## src/rtl/ser_rx_pkg.sv

```systemverilog
package ser_rx_pkg;
    typedef enum logic [2:0] {
        S_IDLE,
        S_START,
        S_DATA,
        S_PAR,
        S_STOP
    } rx_state_e;
endpackage

```

## src/rtl/ser_rx_sync.sv

```systemverilog
module ser_rx_sync #(
    parameter int STAGES = 2
) (
    input  logic clk,
    input  logic rst_n,
    input  logic d,
    output logic q
);
    logic [STAGES-1:0] pipe;

    always_ff @(posedge clk or negedge rst_n) begin
        if (!rst_n) pipe <= '1;
        else        pipe <= {pipe[STAGES-2:0], d};
    end

    assign q = pipe[STAGES-1];
endmodule

```

## src/rtl/ser_rx_frame.sv

```systemverilog
module ser_rx_frame
    import ser_rx_pkg::*;
#(
    parameter int DATA_W = 8,
    parameter int OSR    = 16
) (
    input  logic              clk,
    input  logic              rst_n,
    input  logic              tick,
    input  logic              rx,
    input  logic              par_en,
    input  logic              par_odd,
    output logic              char_vld,
    output logic [DATA_W-1:0] char_data,
    output logic              frm_err,
    output logic              par_err
);
    localparam int CNT_W = $clog2(OSR);
    localparam int IDX_W = $clog2(DATA_W);
    localparam logic [CNT_W-1:0] HALF_LAST = CNT_W'(OSR / 2 - 1);
    localparam logic [CNT_W-1:0] FULL_LAST = CNT_W'(OSR - 1);
    localparam logic [IDX_W-1:0] IDX_LAST  = IDX_W'(DATA_W - 1);

    rx_state_e        state, state_nx;
    logic [CNT_W-1:0] cnt;
    logic [IDX_W-1:0] bit_idx;
    logic [DATA_W-1:0] shreg;
    logic             par_bit;
    logic             mid;

    assign mid = tick && ((state == S_START) ? (cnt == HALF_LAST) : (cnt == FULL_LAST));

    always_ff @(posedge clk or negedge rst_n) begin
        if (!rst_n) state <= S_IDLE;
        else        state <= state_nx;
    end

    always_comb begin
        state_nx = state;
        unique case (state)
            S_IDLE:  if (tick && !rx) state_nx = S_START;
            S_START: if (mid) state_nx = rx ? S_IDLE : S_DATA;
            S_DATA:  if (mid && bit_idx == IDX_LAST) state_nx = par_en ? S_PAR : S_STOP;
            S_PAR:   if (mid) state_nx = S_STOP;
            S_STOP:  if (mid) state_nx = S_IDLE;
            default: state_nx = S_IDLE;
        endcase
    end

    always_ff @(posedge clk or negedge rst_n) begin
        if (!rst_n) begin
            cnt      <= '0;
            bit_idx  <= '0;
            shreg    <= '0;
            par_bit  <= 1'b0;
            char_vld <= 1'b0;
            frm_err  <= 1'b0;
            par_err  <= 1'b0;
        end else begin
            char_vld <= 1'b0;
            frm_err  <= 1'b0;
            par_err  <= 1'b0;
            if (tick) begin
                if (state == S_IDLE || mid) cnt <= '0;
                else                        cnt <= cnt + 1'b1;
            end
            if (mid) begin
                unique case (state)
                    S_START: bit_idx <= '0;
                    S_DATA: begin
                        shreg   <= {rx, shreg[DATA_W-1:1]};
                        bit_idx <= bit_idx + 1'b1;
                    end
                    S_PAR:   par_bit <= rx;
                    S_STOP: begin
                        char_vld <= 1'b1;
                        frm_err  <= !rx;
                        par_err  <= par_en && ((^shreg ^ par_bit) != par_odd);
                    end
                    default: ;
                endcase
            end
        end
    end

    assign char_data = shreg;
endmodule

```

## src/rtl/ser_rx_linemon.sv

```systemverilog
module ser_rx_linemon #(
    parameter int DATA_W = 8,
    parameter int OSR    = 16,
    parameter int BRK_W  = 4,
    parameter int TO_W   = 16
) (
    input  logic             clk,
    input  logic             rst_n,
    input  logic             tick,
    input  logic             rx,
    input  logic             par_en,
    input  logic             char_vld,
    input  logic [BRK_W-1:0] brk_chars,
    input  logic             to_en,
    input  logic [TO_W-1:0]  to_bits,
    output logic             brk_pulse,
    output logic             to_pulse
);
    localparam int FRAME_BITS = DATA_W + 2;
    localparam int CNT_W = $clog2(OSR);
    localparam int LB_W  = $clog2(FRAME_BITS + 2);
    localparam logic [CNT_W-1:0] TK_LAST = CNT_W'(OSR - 1);

    logic [CNT_W-1:0] lo_tk, id_tk;
    logic [LB_W-1:0]  lo_bit, bit_last;
    logic [BRK_W-1:0] lo_chr, lo_chr_nx;
    logic [TO_W-1:0]  id_bits, id_bits_nx;
    logic             brk_done, to_done;

    assign bit_last   = par_en ? LB_W'(FRAME_BITS) : LB_W'(FRAME_BITS - 1);
    assign lo_chr_nx  = lo_chr + 1'b1;
    assign id_bits_nx = id_bits + 1'b1;

    always_ff @(posedge clk or negedge rst_n) begin
        if (!rst_n) begin
            lo_tk <= '0; lo_bit <= '0; lo_chr <= '0;
            brk_done <= 1'b0; brk_pulse <= 1'b0;
        end else begin
            brk_pulse <= 1'b0;
            if (rx) begin
                lo_tk <= '0; lo_bit <= '0; lo_chr <= '0;
                brk_done <= 1'b0;
            end else if (tick && !brk_done) begin
                if (lo_tk == TK_LAST) begin
                    lo_tk <= '0;
                    if (lo_bit == bit_last) begin
                        lo_bit <= '0;
                        lo_chr <= lo_chr_nx;
                        if (brk_chars != '0 && lo_chr_nx == brk_chars) begin
                            brk_done  <= 1'b1;
                            brk_pulse <= 1'b1;
                        end
                    end else begin
                        lo_bit <= lo_bit + 1'b1;
                    end
                end else begin
                    lo_tk <= lo_tk + 1'b1;
                end
            end
        end
    end

    always_ff @(posedge clk or negedge rst_n) begin
        if (!rst_n) begin
            id_tk <= '0; id_bits <= '0;
            to_done <= 1'b0; to_pulse <= 1'b0;
        end else begin
            to_pulse <= 1'b0;
            if (!rx || char_vld) begin
                id_tk <= '0; id_bits <= '0;
                to_done <= 1'b0;
            end else if (tick && !to_done) begin
                if (id_tk == TK_LAST) begin
                    id_tk   <= '0;
                    id_bits <= id_bits_nx;
                    if (to_bits != '0 && id_bits_nx == to_bits) begin
                        to_done  <= 1'b1;
                        to_pulse <= to_en;
                    end
                end else begin
                    id_tk <= id_tk + 1'b1;
                end
            end
        end
    end
endmodule

```

## src/rtl/ser_rx.sv

```systemverilog
module ser_rx #(
    parameter int DATA_W = 8,
    parameter int OSR    = 16,
    parameter int BRK_W  = 4,
    parameter int TO_W   = 16
) (
    input  logic              clk,
    input  logic              rst_n,
    input  logic              tick,
    input  logic              rxd,
    input  logic              par_en,
    input  logic              par_odd,
    input  logic [BRK_W-1:0]  brk_chars,
    input  logic              to_en,
    input  logic [TO_W-1:0]   to_bits,
    output logic              char_vld,
    output logic [DATA_W-1:0] char_data,
    output logic              frm_err,
    output logic              par_err,
    output logic              brk_pulse,
    output logic              to_pulse
);
    logic rx_s;

    ser_rx_sync #(.STAGES(2)) u_sync (
        .clk(clk), .rst_n(rst_n), .d(rxd), .q(rx_s)
    );

    ser_rx_frame #(.DATA_W(DATA_W), .OSR(OSR)) u_frame (
        .clk(clk), .rst_n(rst_n), .tick(tick), .rx(rx_s),
        .par_en(par_en), .par_odd(par_odd),
        .char_vld(char_vld), .char_data(char_data),
        .frm_err(frm_err), .par_err(par_err)
    );

    ser_rx_linemon #(.DATA_W(DATA_W), .OSR(OSR), .BRK_W(BRK_W), .TO_W(TO_W)) u_mon (
        .clk(clk), .rst_n(rst_n), .tick(tick), .rx(rx_s),
        .par_en(par_en), .char_vld(char_vld),
        .brk_chars(brk_chars), .to_en(to_en), .to_bits(to_bits),
        .brk_pulse(brk_pulse), .to_pulse(to_pulse)
    );
endmodule

```

## config.mk

```make
export PLATFORM = sky130hd
export DESIGN_NAME = ser_rx
export DESIGN_NICKNAME = d
export VERILOG_FILES = /design/src/rtl/ser_rx_pkg.sv /design/src/rtl/ser_rx_sync.sv /design/src/rtl/ser_rx_frame.sv /design/src/rtl/ser_rx_linemon.sv /design/src/rtl/ser_rx.sv
export SDC_FILE = /design/constraint.sdc
export NUM_CORES = 1
export LEC_CHECK = 0
export ABC_AREA = 1
export BUFFER_PORTS_ARGS = -buffer_cell sky130_fd_sc_hd__buf_2
export CAP_MARGIN = 25
export CORE_ASPECT_RATIO = 0.7
export CORE_MARGIN = 4
export CORE_UTILIZATION = 55
export DETAILED_ROUTE_END_ITERATION = 7
export PLACE_DENSITY = 0.75
export SLEW_MARGIN = 15
export SYNTH_ARGS = -nofsm -noshare
export SYNTH_HDL_FRONTEND = slang
export SYNTH_SLANG_ARGS = --single-unit
```

## constraint.sdc

```tcl
create_clock -name clk -period 2.2 [get_ports clk]
set_input_delay 0.11 -clock clk [delete_from_list [all_inputs] [get_ports clk]]
set_output_delay 0.11 -clock clk [all_outputs]
set_load 0.01 [all_outputs]
```

==> summary.md, run 1 <==
| Metric | Value |
|---|---|
| Root buf cell | clkbuf_8 |
| H-tree depth | 3 |
| CTS Buf Count | 9 |
| Tcrit/Tclk final | 0.9140 |
| Type of origin of the critical path | register |
| Hold Path Class | in2reg |
| Final setup violation count | 0 |
| Area of the die | 0.008196 sq mm |
| DP HPWL | 6543 um |
| Hold path endpoint | u_mon.to_pulse |
| Most used DFF post-synth | dfrtp_1 |
| Cell variety after synth | 39 |
| CP max stage cell | dfstp_2 |
| Routed len/inst | 14.02 um |
| Worst EP arrival | 2.22 ns |
| Register-to-Register Setup Slack | 0.19 ns |
| NumNets Final | 578 |
| Final wirelength | 8957 um |
| Hold Path Stages | 3 |
| Cell count after synthesis | 493 |
| Starting Density | 0.5841 |
| Layout Skew | 0.01174 ns |
| Post-synth EDFFs | 0 |
| RR Endpoint | u_mon.id_bits[15] |
| Pwr per Cell Area | 693.4 mW/mm^2 |
| Max cap viols | 0 |
| I/O Pins | 40 |
| Clk buf depth | 2 |
| Gr usage total | 0.2274 |
| Crit end category | register |
| Slowest stage delay, CP | 0.57 ns |
| Crit path required time | 2.41 ns |
| Inserted Diodes | 0 |
| IO buf count | 39 |
| CORE AREA | 0.006396 sq mm |
| Setup TNS | 0 ns |
| Ys async rst share | 1.000 |
| GPL Wtd Cong | 0.9865 |
| Number of global-route vias before repair | 3,122 |
| Design Power | 0.002960 W |
| Largest net degree at the start of global routing | 61 |
| Area growth from synthesis to layout | 14.27% |
| Die Y | 76.96 um |
| Critical path's top delay family | buffers and inverters |
| Hold_sp | to_en |
| DRC violations left | 0 |
| Static Leak | 2.115 nW |
| CTS tree | built |
| CP Class | reg2reg |
| Synth Register Bits | 60 |
| Via count | 3,489 |
| Die X | 106.5 um |
| Reg2reg start | u_sync.pipe[1] |
| Post-synthesis cell area | 0.003736 sq mm |
| WP buf/inv | 4 |
| Mean Syn Cell Area | 7.578 sq um |
| Register-to-Register Path Depth | 9 |
| First-pass GRT wire length | 14,860 um |
| Rel. slew slack | 0.5004 |
| Worst hold margin | 0.03850 ns |
| GRT overflow | 0 |
| Post-route minimum period | 2.011 ns |
| Iter 0 DRT Violations | 308 |
| Syn_nets | 528 |
| Final ANT Viol Nets | 0 |
| Post-placement cell area | 0.004033 sq mm |
| Crit Path Max Fanout | 12 |
| Layout cells sized above 1 | 0.1825 |
| Clk slew on worst S/H paths | 0.07 ns |
| Number of antenna violations at the first check in global routing | 0 |
| Crit path cell chain | inv_2 > nor2_4 > inv_1 > nor2_2 > nor2_4 > inv_2 > nor2_4 > inv_2 > o22ai_1 |
| Seq/Total Area, Yosys | 0.4025 |
| Yosys warning total | 0 |
| Design area | 0.004269 sq mm |
| Clock sink count | 60 |
| Postcts setup bufs | 0 |
| Max VDD drop | 428.0 uV |
| RSZ-0062 raised after global routing | no |
| Slew @ Worst Pin | 0.7494 ns |
| Clock Latency Late Sink | 0.35 ns |
| Fmax | 0.4973 GHz |
| Status | completed |
| Vias per inst | 5.460 |
| Detailed Routing Iterations Pass 1 | 5 |
| Row Count | 24 |
| Count of final max-slew check failures | 0 |
| Final Hold Fails | 0 |
==> per-layer routing <==
metal  vias up  global-route usage  routed length [um]
met5         -                   0                   0
met4         0             0.06003                 106
met3        16             0.06292                 825
met2       152              0.3167                3640
met1      1615              0.3456                4384
li1       1706                   -                   -
==> worst register-to-register path, stage by stage, from the launching register on <==
cell and delay, ns:
dfstp_2 0.57, inv_2 0.12, nor2_4 0.17, inv_1 0.13, nor2_2 0.22, nor2_4 0.06
inv_2 0.10, nor2_4 0.07, inv_2 0.28, o22ai_1 0.15
==> sequential cells by signal, indices dropped and copies added (netlist names), 2 cells and up <==
register           count
u_frame.bit_idx        3
u_frame.char_data      8
u_frame.cnt            4
u_frame.state          3
u_mon.id_bits         16
u_mon.id_tk            4
u_mon.lo_bit           4
u_mon.lo_chr           4
u_mon.lo_tk            4
u_sync.pipe            2
==> layout by cell type, fill, tap and decap left out, drive strengths merged, types with 2 or more instances in the layout <==
master | netlist | layout
dfrtp | 58 | 58
o22ai | 11 | 11
xnor2 | 8 | 8
nor2 | 47 | 47
nor3 | 6 | 6
a21o | 2 | 2
a22o | 3 | 3
bufinv | 0 | 2
a31oi | 2 | 2
o21ai | 29 | 29
a21oi | 6 | 6
nand2 | 147 | 147
dfstp | 2 | 2
dlygate4sd3 | 0 | 2
xor2 | 11 | 11
nand4 | 13 | 13
clkinv | 2 | 5
nand3 | 61 | 61
clkbuf | 1 | 11
inv | 64 | 64
ha | 8 | 8
buf | 3 | 41
==> cell families (layout without fill, tap and decap cells) <==
| logic type | after synthesis | count (layout) | share of synthesized area |
|---|---|---|---|
| buffers and inverters | 70 | 125 | 0.07368 |
| XOR/XNOR | 19 | 19 | 0.04454 |
| flip-flops | 60 | 60 | 0.4025 |
| AND/OR/NAND/NOR | 279 | 279 | 0.3476 |
| AO/OA/AOI/OAI | 57 | 57 | 0.1048 |
| adder cells (fa/ha/maj) | 8 | 8 | 0.02679 |
==> synth_stat cells, drive strengths merged (6+ instances only) <==
| cell | number | area, sq um |
|---|---|---|
| nor2 | 47 | 261.5 |
| o21ai | 29 | 145.1 |
| o22ai | 11 | 131.4 |
| nand2 | 147 | 571.8 |
| ha | 8 | 100.1 |
| nor3 | 6 | 35.03 |
| nand4 | 13 | 81.33 |
| xor2 | 11 | 96.34 |
| a21oi | 6 | 30.03 |
| inv | 64 | 240.2 |
| dfrtp | 58 | 1451 |
| xnor2 | 8 | 70.07 |
| nand3 | 61 | 315.3 |
==> how the worst max path moves through the flow <==
stage | start | slack (ns) | endpoint | depth (start not counted)
2_1_floorplan | u_mon.id_bits[0] | 0.63 | u_mon.to_pulse | 10
3_3_place_gp | u_sync.pipe[1] | 0.32 | u_mon.id_bits[15] | 9
3_5_place_dp | u_sync.pipe[1] | 0.22 | u_mon.id_bits[15] | 9
4_1_cts | u_sync.pipe[1] | 0.19 | u_mon.id_bits[15] | 9
5_1_grt | u_sync.pipe[1] | 0.07 | u_mon.id_bits[15] | 9
6_report | u_sync.pipe[1] | 0.19 | u_mon.id_bits[15] | 9
==> stage by stage <==
| step | cells | setup WS, ns | utilization |
|---|---|---|---|
| floorplan | 493 | 0.6305 | - |
| global placement | 621 | 0.3215 | 0.6305 |
| detailed placement | 621 | 0.2205 | 0.6305 |
| CTS | 639 | 0.1871 | 0.6674 |
| global route | 639 | 0.06809 | 0.6674 |
| finish | 639 | 0.1892 | 0.6674 |
==> layout make-up <==
type / count / area (sq um)
Timing Repair Buffer: 43 / 230.2
Fill cell: 559 / 2127
Tap cell: 91 / 113.9
Multi-Input combinational cell: 363 / 1957
Clock inverter: 5 / 75.07
Inverter: 66 / 247.7
Clock buffer: 11 / 141.4
Sequential cell: 60 / 1504
==> power breakdown <==
group | leakage, nW | switching [W] | internal, W
Sequential | 0.811 | 0.0000913 | 0.00119
Combinational | 1.19 | 0.000358 | 0.000214
Clock | 0.113 | 0.000440 | 0.000663
==> what timing repair did <==
| action | CTS | global route |
|---|---|---|
| hold buffers | 2 | 0 |
| hold endpoints to repair | 59 | 0 |
| resized for setup | 0 | 0 |
Power figures use the tool's default switching activity.
==> run 2: changes to the inputs <==
- BUFFER_PORTS_ARGS: -buffer_cell sky130_fd_sc_hd__buf_2 -> default
- DONT_BUFFER_PORTS: default -> 1
- PLACE_DENSITY: 0.75 -> 0.7
==> summary.md, run 2 (synthesis results as in run 1) <==
| Metric | Value |
|---|---|
| Status | completed |
| Sw power | 0.0008415 W |
| Clk buf depth | 2 |
| Register-to-Register Path Depth | 9 |
| Internal cell power | 0.001796 W |
| GRT overflow | 0 |
| Fmax | 0.5189 GHz |
| Fill count | 546 |
| Combinational share of power | 0.205 |
| Crit Path Max Fanout | 11 |
| Row Count | 24 |
| Final ANT Viol Nets | 0 |
| DRC violations left | 0 |
| Clock sink count | 60 |
| Clock Latency Late Sink | 0.33 ns |
| Gr usage total | 0.2294 |
| Sw frac | 0.3190 |
| Layout cells sized above 1 | 0.1152 |
| Vias per inst | 5.471 |
| Die Y | 76.96 um |
| Biggest register | u_mon.id_bits |
| Area growth from synthesis to layout | 8.808% |
| Count of final max-slew check failures | 0 |
| H-tree depth | 3 |
| Final wirelength | 8792 um |
| Number of antenna violations at the first check in global routing | 0 |
| Postcts setup bufs | 0 |
| Max cap viols | 0 |
| GPL Wtd Cong | 0.9146 |
| Worst EP arrival | 2.11 ns |
| CTS Buf Count | 9 |
| Max reg flops | 16 |
| IO buf count | 0 |
| CTS tree | built |
| Type of origin of the critical path | register |
| Slew @ Worst Pin | 0.3845 ns |
| First-pass GRT wire length | 15,060 um |
| Static Leak | 1.936 nW |
| Area of the die | 0.008196 sq mm |
| Crit path required time | 2.39 ns |
| Commonest non-fill, non-tap cell in the layout | nand2_1 |
| Slowest stage delay, CP | 0.57 ns |
| Critical path depth | 9 |
| Post-CTS sizing | 0 |
| Final Hold Fails | 0 |
| Root buf cell | clkbuf_8 |
| WP buf/inv | 4 |
| Place WS | 0.2882 ns |
| Tcrit/Tclk final | 0.8760 |
| Crit end category | register |
| Post-route minimum period | 1.927 ns |
| Most frequent cells in the layout | nand2_1 (139), nand3_1 (59), inv_1 (58), dfrtp_1 (58), nor2_1 (33) |
| Reg2reg start | u_sync.pipe[1] |
| Final worst slack | 0.2728 ns |
| RSZ-0062 raised after global routing | no |
| Critical path's top delay family | flip-flops |
| NumNets Final | 543 |
| Starting Density | 0.5841 |
| Layout Cells excl Fill | 603 |
| Clock share of power | 0.308 |
| Crit path cell chain | inv_2 > nor2_4 > inv_1 > nor2_2 > nor2_4 > inv_2 > nor2_4 > inv_2 > o22ai_1 |
| Setup TNS | 0 ns |
| Final setup violation count | 0 |
| Via count | 3,299 |
| Hold Path Class | in2reg |
| CP max stage cell | dfstp_2 |
| Detailed Routing Iterations Pass 1 | 5 |
| Iter 0 DRT Violations | 265 |
| Rel. slew slack | 0.7433 |
| Flop pwr share | 0.488 |
| Max VDD drop | 391.9 uV |
| Register-to-Register Setup Slack | 0.27 ns |
| Pwr per Cell Area | 648.8 mW/mm^2 |
| RR Endpoint | u_mon.id_bits[15] |
| DP HPWL | 6583 um |
| Number of global-route vias before repair | 3,082 |
| CORE AREA | 0.006396 sq mm |
| Die X | 106.5 um |
| I/O Pins | 40 |
| Design Power | 0.002638 W |
| Hold Path Stages | 3 |
| Dpl cells | 582 |
| Hold_sp | par_odd |
| Routed len/inst | 14.58 um |
| Inserted Diodes | 0 |
| Largest net degree at the start of global routing | 61 |
| Hold path endpoint | u_frame.par_err |
| Clk slew on worst S/H paths | 0.06 ns |
| CP Class | reg2reg |
| Layout Skew | 0.008743 ns |
-- run 2: worst min-delay path, delay by kind of cell --
kind / cells / cell delay (ns)
xor+xnor: 1 / 0.07
simple gates: 1 / 0.07
compound gates: 1 / 0.06
-- run 2: stage by stage --
step                hold slack (ns)  area, sq um  utilization
floorplan                   -0.1856         3736            -
global placement            -0.1836         3837       0.6000
detailed placement          -0.1838         3837       0.6000
CTS                        0.006959         4065       0.6356
global route                0.01914         4065       0.6356
finish                      0.01726         4065       0.6356
-- run 2: power by group through the flow --
| stage | sequential [W] | clock [W] | combinational [W] |
|---|---|---|---|
| floorplan | 0.00128 | 0 | 0.000415 |
| detailed placement | 0.00131 | 0 | 0.000497 |
| finish | 0.00129 | 0.000811 | 0.000540 |
| CTS | 0.00128 | 0.000835 | 0.000539 |
| global placement | 0.00130 | 0 | 0.000492 |
| global route | 0.00130 | 0.000888 | 0.000629 |
-- run 2: how the worst max path moves through the flow --
stage	slack (ns)	start	endpoint
2_1_floorplan	0.63	u_mon.id_bits[0]	u_mon.to_pulse
3_3_place_gp	0.33	u_sync.pipe[1]	u_mon.id_bits[15]
3_5_place_dp	0.29	u_sync.pipe[1]	u_mon.id_bits[15]
4_1_cts	0.29	u_sync.pipe[1]	u_mon.id_bits[15]
5_1_grt	0.16	u_mon.id_bits[0]	u_mon.to_pulse
6_report	0.27	u_sync.pipe[1]	u_mon.id_bits[15]
-- run 2: per-layer routing --
| metal | GRT usage | wire [um] |
|---|---|---|
| met1 | 0.3471 | 4179 |
| met2 | 0.3255 | 3670 |
| met3 | 0.06795 | 877 |
| met4 | 0.04598 | 65 |
| met5 | 0 | 0 |
-- run 2: repair_timing --
item / CTS / global route
hold buffers: 6 / 0
endpoints found under the hold margin: 65 / 0
endpoints found under the setup margin: 0 / 0
-- run 2: layout make-up --
type                    count  area [sq um]  area share
inverters                  66         247.7     0.06094
well taps                  91         113.9     0.02801
multi-input cells         363          1957      0.4814
flip-flops and latches     60          1504      0.3700
clock buffers              12         135.1     0.03324
clock inverters             3         15.01    0.003693
repair buffers              8         92.59     0.02278
